`src/rtl/dchan_pkg.sv`:
```
package dchan_pkg;
   // mode word bit positions (decoded by software)
   localparam int SOP_B = 31;
   localparam int EOP_B = 30;
   localparam int OWN_B = 29;
   localparam int EOQ_B = 28;
   localparam int TDC_B = 27;
   localparam int CRC_B = 26;
   localparam int LEN_W = 11;
   localparam logic [31:0] TD_MARK = 32'hFFFF_FFFC;

   typedef enum logic [2:0] {
      RG_CTRL  = 3'd0,
      RG_SRST  = 3'd1,
      RG_HEAD  = 3'd2,
      RG_COMP  = 3'd3,
      RG_TDOWN = 3'd4,
      RG_FREE  = 3'd5,
      RG_STAT  = 3'd6
   } reg_sel_e;

   typedef enum logic [1:0] {W_IDLE, W_FETCH, W_XFER, W_DONE} walk_st_e;
endpackage

```
`src/rtl/dchan_desc_mem.sv`:
```
module dchan_desc_mem
   import dchan_pkg::*;
#(
   parameter  int NUM_DESC = 8,
   localparam int WORDS    = NUM_DESC * 4,
   localparam int WA_W     = $clog2(WORDS),
   localparam int IX_W     = $clog2(NUM_DESC)
)(
   input  logic             clk,
   input  logic             rst_n,
   input  logic             sw_we,
   input  logic [WA_W-1:0]  sw_addr,
   input  logic [31:0]      sw_wdata,
   output logic [31:0]      sw_rdata,
   input  logic [IX_W-1:0]  eng_idx,
   output logic [31:0]      eng_next,
   output logic [LEN_W-1:0] eng_len,
   output logic [31:0]      eng_mode,
   input  logic             eng_we,
   input  logic [31:0]      eng_wdata
);
   logic [31:0] words [WORDS];

   always_ff @(posedge clk or negedge rst_n) begin
      if (!rst_n) begin
         for (int i = 0; i < WORDS; i++) words[i] <= '0;
      end else begin
         if (sw_we) words[sw_addr] <= sw_wdata;
         // engine update is issued last so it wins a same-word collision
         if (eng_we) words[{eng_idx, 2'd3}] <= eng_wdata;
      end
   end

   assign sw_rdata = words[sw_addr];
   assign eng_next = words[{eng_idx, 2'd0}];
   assign eng_len  = words[{eng_idx, 2'd2}][LEN_W-1:0];
   assign eng_mode = words[{eng_idx, 2'd3}];
endmodule

```
`src/rtl/dchan_regs.sv`:
```
module dchan_regs
   import dchan_pkg::*;
#(
   parameter int CHAN_ID = 0,
   parameter bit IS_RX   = 1'b1,
   parameter int CNT_W   = 16
)(
   input  logic        clk,
   input  logic        rst_n,
   input  logic        we,
   input  logic [2:0]  addr,
   input  logic [31:0] wdata,
   output logic [31:0] rdata,
   input  logic [31:0] cur_ptr,
   input  logic [31:0] done_ptr,
   input  logic        busy,
   input  logic        err,
   input  logic        take,
   output logic        en,
   output logic        srst_go,
   output logic        head_wr,
   output logic        td_req,
   output logic        err_clr,
   output logic [31:0] ack,
   output logic        buf_ok
);
   logic             srst_pend;
   logic             wr_ok;
   logic [CNT_W-1:0] free_cnt;

   assign wr_ok   = we && !srst_pend;
   assign srst_go = srst_pend;
   assign head_wr = wr_ok && (addr == RG_HEAD);
   assign td_req  = wr_ok && (addr == RG_TDOWN) && (wdata == 32'(CHAN_ID));
   assign err_clr = wr_ok && (addr == RG_STAT);

   always_ff @(posedge clk or negedge rst_n) begin
      if (!rst_n) begin
         en        <= 1'b0;
         srst_pend <= 1'b0;
         ack       <= '0;
      end else if (srst_pend) begin
         srst_pend <= 1'b0;
         ack       <= '0;
      end else if (we) begin
         if (addr == RG_CTRL) en <= wdata[0];
         if (addr == RG_SRST && wdata[0]) srst_pend <= 1'b1;
         if (addr == RG_COMP) ack <= wdata;
      end
   end


   // srst_clear_chk: a soft reset lasts exactly one cycle
   srst_clear_chk: assert property (@(posedge clk) disable iff (!rst_n)
      srst_pend |=> !srst_pend);

   generate
      if (IS_RX) begin : g_rx
         logic [CNT_W-1:0] free_q;
         logic [CNT_W-1:0] add_v;
         assign add_v = (wr_ok && addr == RG_FREE) ? wdata[CNT_W-1:0] : '0;
         always_ff @(posedge clk or negedge rst_n) begin
            if (!rst_n)         free_q <= '0;
            else if (srst_pend) free_q <= '0;
            else                free_q <= free_q + add_v - CNT_W'(take);
         end
         assign free_cnt = free_q;
         assign buf_ok   = (free_q != '0);

         // free_floor_chk: a completion never consumes a buffer that is not there
         free_floor_chk: assert property (@(posedge clk) disable iff (!rst_n)
            take |-> free_q != '0);
      end else begin : g_tx
         assign free_cnt = '0;
         assign buf_ok   = 1'b1;
      end
   endgenerate

   always_comb begin
      unique case (addr)
         RG_CTRL: rdata = {31'b0, en};
         RG_SRST: rdata = {31'b0, srst_pend};
         RG_HEAD: rdata = cur_ptr;
         RG_COMP: rdata = done_ptr;
         RG_FREE: rdata = 32'(free_cnt);
         RG_STAT: rdata = {30'b0, err, busy};
         default: rdata = '0;
      endcase
   end
endmodule

```
`src/rtl/dchan_walker.sv`:
```
module dchan_walker
   import dchan_pkg::*;
#(
   parameter  int NUM_DESC = 8,
   parameter  int XFER_LAT = 4,
   localparam int IX_W     = $clog2(NUM_DESC),
   localparam int LW       = (XFER_LAT > 1) ? $clog2(XFER_LAT) : 1
)(
   input  logic             clk,
   input  logic             rst_n,
   input  logic             srst_go,
   input  logic             en,
   input  logic             head_wr,
   input  logic [31:0]      head_val,
   input  logic             td_req,
   input  logic             err_clr,
   input  logic             buf_ok,
   input  logic [31:0]      d_next,
   input  logic [LEN_W-1:0] d_len,
   input  logic [31:0]      d_mode,
   output logic [IX_W-1:0]  d_idx,
   output logic             d_we,
   output logic [31:0]      d_wdata,
   output logic [31:0]      cur_ptr,
   output logic [31:0]      done_ptr,
   output logic             busy,
   output logic             err,
   output logic             take
);
   walk_st_e     st;
   logic [LW-1:0] cnt;
   logic         td_pend;
   logic         last_desc;
   logic         in_flight;

   assign d_idx     = cur_ptr[IX_W+3:4];
   assign last_desc = (d_next == '0);
   assign in_flight = (st == W_FETCH) || (st == W_XFER);
   assign busy      = (st != W_IDLE);
   assign take      = (st == W_DONE) && !srst_go;

   always_comb begin
      d_we    = 1'b0;
      d_wdata = d_mode;
      if (!srst_go) begin
         if (st == W_DONE) begin
            d_we                = 1'b1;
            d_wdata[OWN_B]      = 1'b0;
            d_wdata[TDC_B]      = 1'b0;
            d_wdata[EOQ_B]      = last_desc;
            d_wdata[LEN_W-1:0]  = d_len;
         end else if (td_pend && in_flight) begin
            d_we           = 1'b1;
            d_wdata[OWN_B] = 1'b0;
            d_wdata[EOQ_B] = 1'b1;
            d_wdata[TDC_B] = 1'b1;
         end
      end
   end

   always_ff @(posedge clk or negedge rst_n) begin
      if (!rst_n) begin
         st <= W_IDLE; cnt <= '0; td_pend <= 1'b0; err <= 1'b0;
         cur_ptr <= '0; done_ptr <= '0;
      end else if (srst_go) begin
         st <= W_IDLE; cnt <= '0; td_pend <= 1'b0; err <= 1'b0;
         cur_ptr <= '0; done_ptr <= '0;
      end else begin
         if (err_clr) err <= 1'b0;
         unique case (st)
            W_IDLE: begin
               if (td_pend) begin
                  done_ptr <= TD_MARK;
                  td_pend  <= 1'b0;
               end else if (head_wr && en && head_val != '0) begin
                  cur_ptr <= head_val;
                  st      <= W_FETCH;
               end
            end
            W_FETCH, W_XFER: begin
               if (td_pend) begin
                  done_ptr <= TD_MARK;
                  td_pend  <= 1'b0;
                  cur_ptr  <= '0;
                  st       <= W_IDLE;
               end else if (st == W_XFER) begin
                  if (cnt == '0) st <= W_DONE;
                  else           cnt <= cnt - 1'b1;
               end else if (!d_mode[OWN_B]) begin
                  err     <= 1'b1;
                  cur_ptr <= d_next;
                  if (last_desc) st <= W_IDLE;
               end else if (buf_ok) begin
                  cnt <= LW'(XFER_LAT - 1);
                  st  <= W_XFER;
               end
            end
            W_DONE: begin
               done_ptr <= cur_ptr;
               cur_ptr  <= d_next;
               st       <= last_desc ? W_IDLE : W_FETCH;
            end
            default: st <= W_IDLE;
         endcase
         if (td_req) td_pend <= 1'b1;
      end
   end


   // busy_head_chk: a head write during a transfer leaves the current pointer alone
   busy_head_chk: assert property (@(posedge clk) disable iff (!rst_n)
      (st == W_XFER && head_wr && !td_pend && !srst_go) |=> cur_ptr == $past(cur_ptr));

   // td_mark_chk: a serviced teardown always reports the sentinel
   td_mark_chk: assert property (@(posedge clk) disable iff (!rst_n)
      (td_pend && st != W_DONE && !srst_go) |=> done_ptr == TD_MARK);

   // done_ptr_chk: completion reports the descriptor that just finished
   done_ptr_chk: assert property (@(posedge clk) disable iff (!rst_n)
      (st == W_DONE && !srst_go) |=> done_ptr == $past(cur_ptr));

   // en_gate_chk: with enable clear an idle engine stays idle
   en_gate_chk: assert property (@(posedge clk) disable iff (!rst_n)
      (st == W_IDLE && !en && !srst_go) |=> st == W_IDLE);
endmodule

```
`src/rtl/dchan_engine.sv`:
```
module dchan_engine
   import dchan_pkg::*;
#(
   parameter  int NUM_DESC = 8,
   parameter  int XFER_LAT = 4,
   parameter  int CHAN_ID  = 0,
   parameter  bit IS_RX    = 1'b1,
   parameter  int CNT_W    = 16,
   localparam int WA_W     = $clog2(NUM_DESC * 4),
   localparam int IX_W     = $clog2(NUM_DESC)
)(
   input  logic            clk,
   input  logic            rst_n,
   input  logic            reg_we,
   input  logic [2:0]      reg_addr,
   input  logic [31:0]     reg_wdata,
   output logic [31:0]     reg_rdata,
   input  logic            mem_we,
   input  logic [WA_W-1:0] mem_addr,
   input  logic [31:0]     mem_wdata,
   output logic [31:0]     mem_rdata,
   output logic            irq
);
   generate
      if (NUM_DESC < 2 || (NUM_DESC & (NUM_DESC - 1)) != 0) begin : g_bad_depth
         $error("NUM_DESC must be a power of two of at least 2");
      end
      if (XFER_LAT < 1) begin : g_bad_lat
         $error("XFER_LAT must be at least 1");
      end
      if (CNT_W < 1 || CNT_W > 32) begin : g_bad_cnt
         $error("CNT_W must lie in 1..32");
      end
   endgenerate

   logic             en, srst_go, head_wr, td_req, err_clr, buf_ok;
   logic             busy, err, take, d_we;
   logic [31:0]      ack, cur_ptr, done_ptr, d_next, d_mode, d_wdata;
   logic [LEN_W-1:0] d_len;
   logic [IX_W-1:0]  d_idx;

   dchan_regs #(.CHAN_ID(CHAN_ID), .IS_RX(IS_RX), .CNT_W(CNT_W)) u_regs (
      .clk(clk), .rst_n(rst_n), .we(reg_we), .addr(reg_addr), .wdata(reg_wdata),
      .rdata(reg_rdata), .cur_ptr(cur_ptr), .done_ptr(done_ptr), .busy(busy),
      .err(err), .take(take), .en(en), .srst_go(srst_go), .head_wr(head_wr),
      .td_req(td_req), .err_clr(err_clr), .ack(ack), .buf_ok(buf_ok));

   dchan_walker #(.NUM_DESC(NUM_DESC), .XFER_LAT(XFER_LAT)) u_walker (
      .clk(clk), .rst_n(rst_n), .srst_go(srst_go), .en(en), .head_wr(head_wr),
      .head_val(reg_wdata), .td_req(td_req), .err_clr(err_clr), .buf_ok(buf_ok),
      .d_next(d_next), .d_len(d_len), .d_mode(d_mode), .d_idx(d_idx),
      .d_we(d_we), .d_wdata(d_wdata), .cur_ptr(cur_ptr), .done_ptr(done_ptr),
      .busy(busy), .err(err), .take(take));

   dchan_desc_mem #(.NUM_DESC(NUM_DESC)) u_mem (
      .clk(clk), .rst_n(rst_n), .sw_we(mem_we), .sw_addr(mem_addr),
      .sw_wdata(mem_wdata), .sw_rdata(mem_rdata), .eng_idx(d_idx),
      .eng_next(d_next), .eng_len(d_len), .eng_mode(d_mode),
      .eng_we(d_we), .eng_wdata(d_wdata));

   assign irq = (done_ptr != ack);
endmodule

```
`config.mk`:
```
export PLATFORM = sky130hd
export DESIGN_NAME = dchan_engine
export DESIGN_NICKNAME = d
export VERILOG_FILES = /design/src/rtl/dchan_pkg.sv /design/src/rtl/dchan_desc_mem.sv /design/src/rtl/dchan_regs.sv /design/src/rtl/dchan_walker.sv /design/src/rtl/dchan_engine.sv
export SDC_FILE = /design/constraint.sdc
export NUM_CORES = 2
export LEC_CHECK = 0
export ABC_AREA = 0
export ABC_CLOCK_PERIOD_IN_PS = 3300
export BUFFER_PORTS_ARGS = -buffer_cell sky130_fd_sc_hd__buf_4
export CAP_MARGIN = 20
export CORE_AREA = 2 2 394 396
export DETAILED_ROUTE_END_ITERATION = 16
export DIE_AREA = 0 0 396 398
export GPL_TIMING_DRIVEN = 0
export PLACE_DENSITY = 0.69
export SLEW_MARGIN = 20
export SYNTH_ARGS = -nofsm -noshare
export SYNTH_HDL_FRONTEND = slang
export SYNTH_HIERARCHICAL = 1
export SYNTH_SLANG_ARGS = --single-unit
```
`constraint.sdc`:
```
create_clock -name clk -period 3.3 [get_ports clk]
set_clock_uncertainty 0.1 [all_clocks]
set_input_delay 0.66 -clock clk [delete_from_list [all_inputs] [get_ports clk]]
set_output_delay 0.66 -clock clk [all_outputs]
set_load 0.03 [all_outputs]
```
==> results_dict.tcl <==
set metrics [dict create \
    ys_ff_latch 1144 \
    portBuffers 137 \
    ir_drop_mv 0.519 \
    drive_gt1_frac 0.369 \
    tightest_slew_ns 1.32 \
    die_height_um 398 \
    fin_ws_ns -0.356 \
    cts_max_level 3 \
    path_max_fanout 6 \
    synthesis.area_mm2 0.0609 \
    dieArea_mm2 0.158 \
    numCtsBuffers 120 \
    drt-total-wl_um 282000 \
    clkPwrFrac 0.233 \
    cts_tree "yes" \
    start_util 0.397 \
    post-route-min-period_ns 3.66 \
    finalCritPeriodShare 1.11 \
    rsz0062_at_grt "true" \
    internal_power_uw 37700 \
    path_buf_inv 4 \
    synth_fp_nets 5118 \
    nets 5589 \
    path_class "flop to flop" \
    maxCapViolations 0 \
    avgSynthCellArea_um2 12.2 \
    ioPinCount 141 \
    synthTopCellsByCount "dfrtp_1, mux2i_1, mux2_2, o22ai_1, nor2_1" \
    synth.most_common_cell "dfrtp_1" \
    vias 50300 \
    grt_max_degree 141 \
    drt-wirelength-per-cell_um 37.0 \
    crit_arrival_ns 4.18 \
    swShare 0.381 \
    via_per_inst 6.59 \
    cellLeakagePower_uw 0.0335 \
    min_path_type "input port to flop" \
    ff2ff_setup_slack_ns -0.36 \
    synth-main-ff-cell "dfrtp_1" \
    fmax_mhz 274 \
    slowest_stage "mux4_2" \
    critPathLaunchType "flop" \
    cp_slowest_stage_delay_ns 0.52 \
    drc 0 \
    synthArstFlopShare 1.00 \
    clk_pin_slew_worst_paths_ns 0.06 \
    r2r_start "u_walker/cur_ptr[4]" \
    crit_chain "buf_8 -> buf_12 -> buf_16 -> buf_16 -> mux4_2 -> mux2_4 -> nor4_1 -> nand4_1 -> o21ai_1 -> o311ai_1 -> a32oi_1 -> mux2_2" \
    crit_path_start "u_walker/cur_ptr[4]" \
    cts_buffer_depth 3 \
    holdWs_ns 0.0808 \
    syn_inst 5006 \
    p_seq_frac 0.355 \
    total_power_uw 61000 \
    total_switching_power_uw 23300 \
    status "finished, violations left" \
    cts.sinks 1144 \
    powerDensity_mw_per_mm2 811 \
    synth_edf_count 0 \
    ant_nets 0 \
    die_w_um 396 \
    synth_top_cell_area_share 0.470 \
    areaGrowthSynthToFinish_pct 23.4 \
    placed_cell_area_mm2 0.0649 \
    critical-path-top-delay-family "multiplexers" \
    grt_overflow 0 \
    drtIter0Drc 7327 \
    yosysTopAreaCell "dfrtp_1" \
    antenna_found_initial 16 \
    core_mm2 0.153 \
    cts_root_buf "clkbuf_16" \
    crit_top_cell "buf_16" \
    grt_pass1_wl_um 372000 \
    design_area_mm2 0.0752 \
    tns_ns -5.46 \
    critPathCaptureType "flop" \
    synth_seq_area_share 0.470 \
    first_pass_iters 6 \
    final-hold-violation-count 0 \
    pwr-share-comb 0.412 \
    core.rowCount 144 \
    place_hpwl_um 180000 \
    slew_viol_final 0 \
    groute.usage.overall 0.339 \
    min_from "mem_wdata[8]" \
    gp_congestion 1.05 \
    yosys.cell_types.count 76 \
    synth_area_leaders "dfrtp_1, mux2_2, mux2i_1" \
    grt_pass1_vias 47500 \
    yosysWarnings 6 \
    setup_viol 48 \
    relSlewSlack 0.122 \
    worst_ep_required_time_ns 3.83 \
    violations "setup timing" \
    worstSkewPairLatency_ns 0.80 \
]
[worst paths after layout]
kind,end,cells past startpoint
max,u_walker/st[0],12
min,u_mem/words[648],3
max reg2reg,u_walker/st[0],12
min reg2reg,flop,1
max in group asynchronous,async pin,5
min in group asynchronous,u_walker/done_ptr[22],2
[worst reg2reg max path, delay by kind of cell (launching register included)]
family	cells	cell delay (ns)
multiplexers	3	1.25
flip-flops	1	0.38
buffers and inverters	4	0.67
AND/OR/NAND/NOR	2	0.57
AO/OA/AOI/OAI	3	0.57
[area by class of cell]
cell class                      instances  area, um^2
Clock buffer                          175        3520
Timing Repair Buffer                  365        4190
Multi-Input combinational cell       3287       30800
Buffer                                504        4640
Tap cell                             2044        2560
Antenna cell                           10        25.0
Sequential cell                      1144       28600
Inverter                               55         209
Fill cell                           13400       78200
Clock inverter                         46         583
[placed cells by master, fill, tap and decap left out, types with 11 or more instances in the layout]
cell type / Yosys / routed
dfrtp_1: 1144 / 1143
mux2_2: 779 / 762
mux2i_1: 799 / 751
buf_4: 67 / 288
o22ai_1: 287 / 256
nor2_1: 236 / 235
nand2_1: 220 / 211
a21oi_1: 177 / 174
clkbuf_1: 216 / 156
mux4_2: 150 / 150
clkbuf_16: 0 / 146
o21ai_0: 126 / 126
buf_2: 182 / 86
buf_12: 0 / 85
mux2_1: 82 / 82
buf_6: 9 / 65
clkbuf_2: 31 / 63
clkbuf_8: 0 / 53
inv_1: 55 / 53
nor4_1: 95 / 52
buf_16: 0 / 52
nor4_2: 0 / 37
xnor2_1: 36 / 36
a22oi_1: 35 / 35
a22o_1: 33 / 33
ha_1: 35 / 32
buf_8: 0 / 30
o22ai_2: 0 / 28
clkinv_2: 0 / 26
mux2i_2: 0 / 26
o21ai_1: 23 / 23
mux2i_4: 0 / 22
nand4_1: 19 / 19
mux2_4: 2 / 19
buf_1: 15 / 13
nor3_1: 14 / 12
nor2_2: 10 / 11
nand3_1: 11 / 11
[power groups by stage]
stage	combinational, uW	sequential (uW)	clock, uW
after global routing	26200	21900	14900
after CTS	23500	21300	14300
after global placement	21400	21300	0
after floorplan	15400	20200	0
after detailed placement	21800	21500	0
final	25100	21600	14200
[repair_timing]
action	CTS	global route
setup endpoints to repair	337	268
pin swaps	32	82
setup buffers	75	117
cloned	7	20
hold buffers	2	0
hold endpoints to repair	106	0
gates resized for setup	565	259
[cells by family (layout without fill, tap and decap cells)]
family | after synthesis | after routing | synth area share
and+or+nand+nor | 684 | 684 | 0.0552
muxes | 1812 | 1812 | 0.346
AOI/OAI and AO/OA | 716 | 716 | 0.0706
buffers and inverters | 575 | 1145 | 0.0450
other | 0 | 10 | 0
DFF | 1144 | 1144 | 0.470
adders and majority gates | 36 | 36 | 0.00751
xor gates and xnor gates | 39 | 39 | 0.00561
[through the flow]
step	worst slack (ns)	std cells	util
final	-0.356	7630	0.490
after global routing	-0.472	7621	0.490
after CTS	-0.240	7488	0.471
after detailed placement	-1.50	7197	0.423
after global placement	-12.71	7187	0.421
after floorplan	-0.0809	5006	-
[layer usage]
metal / GRT usage / up-vias / share of wire
met1: 0.417 / 25600 / 0.35
met2: 0.475 / 4185 / 0.41
met3: 0.153 / 1130 / 0.15
met5: 0 / - / 0.0011
li1: - / 19400 / -
met4: 0.228 / 19 / 0.085
Power figures use the tool's default switching activity.
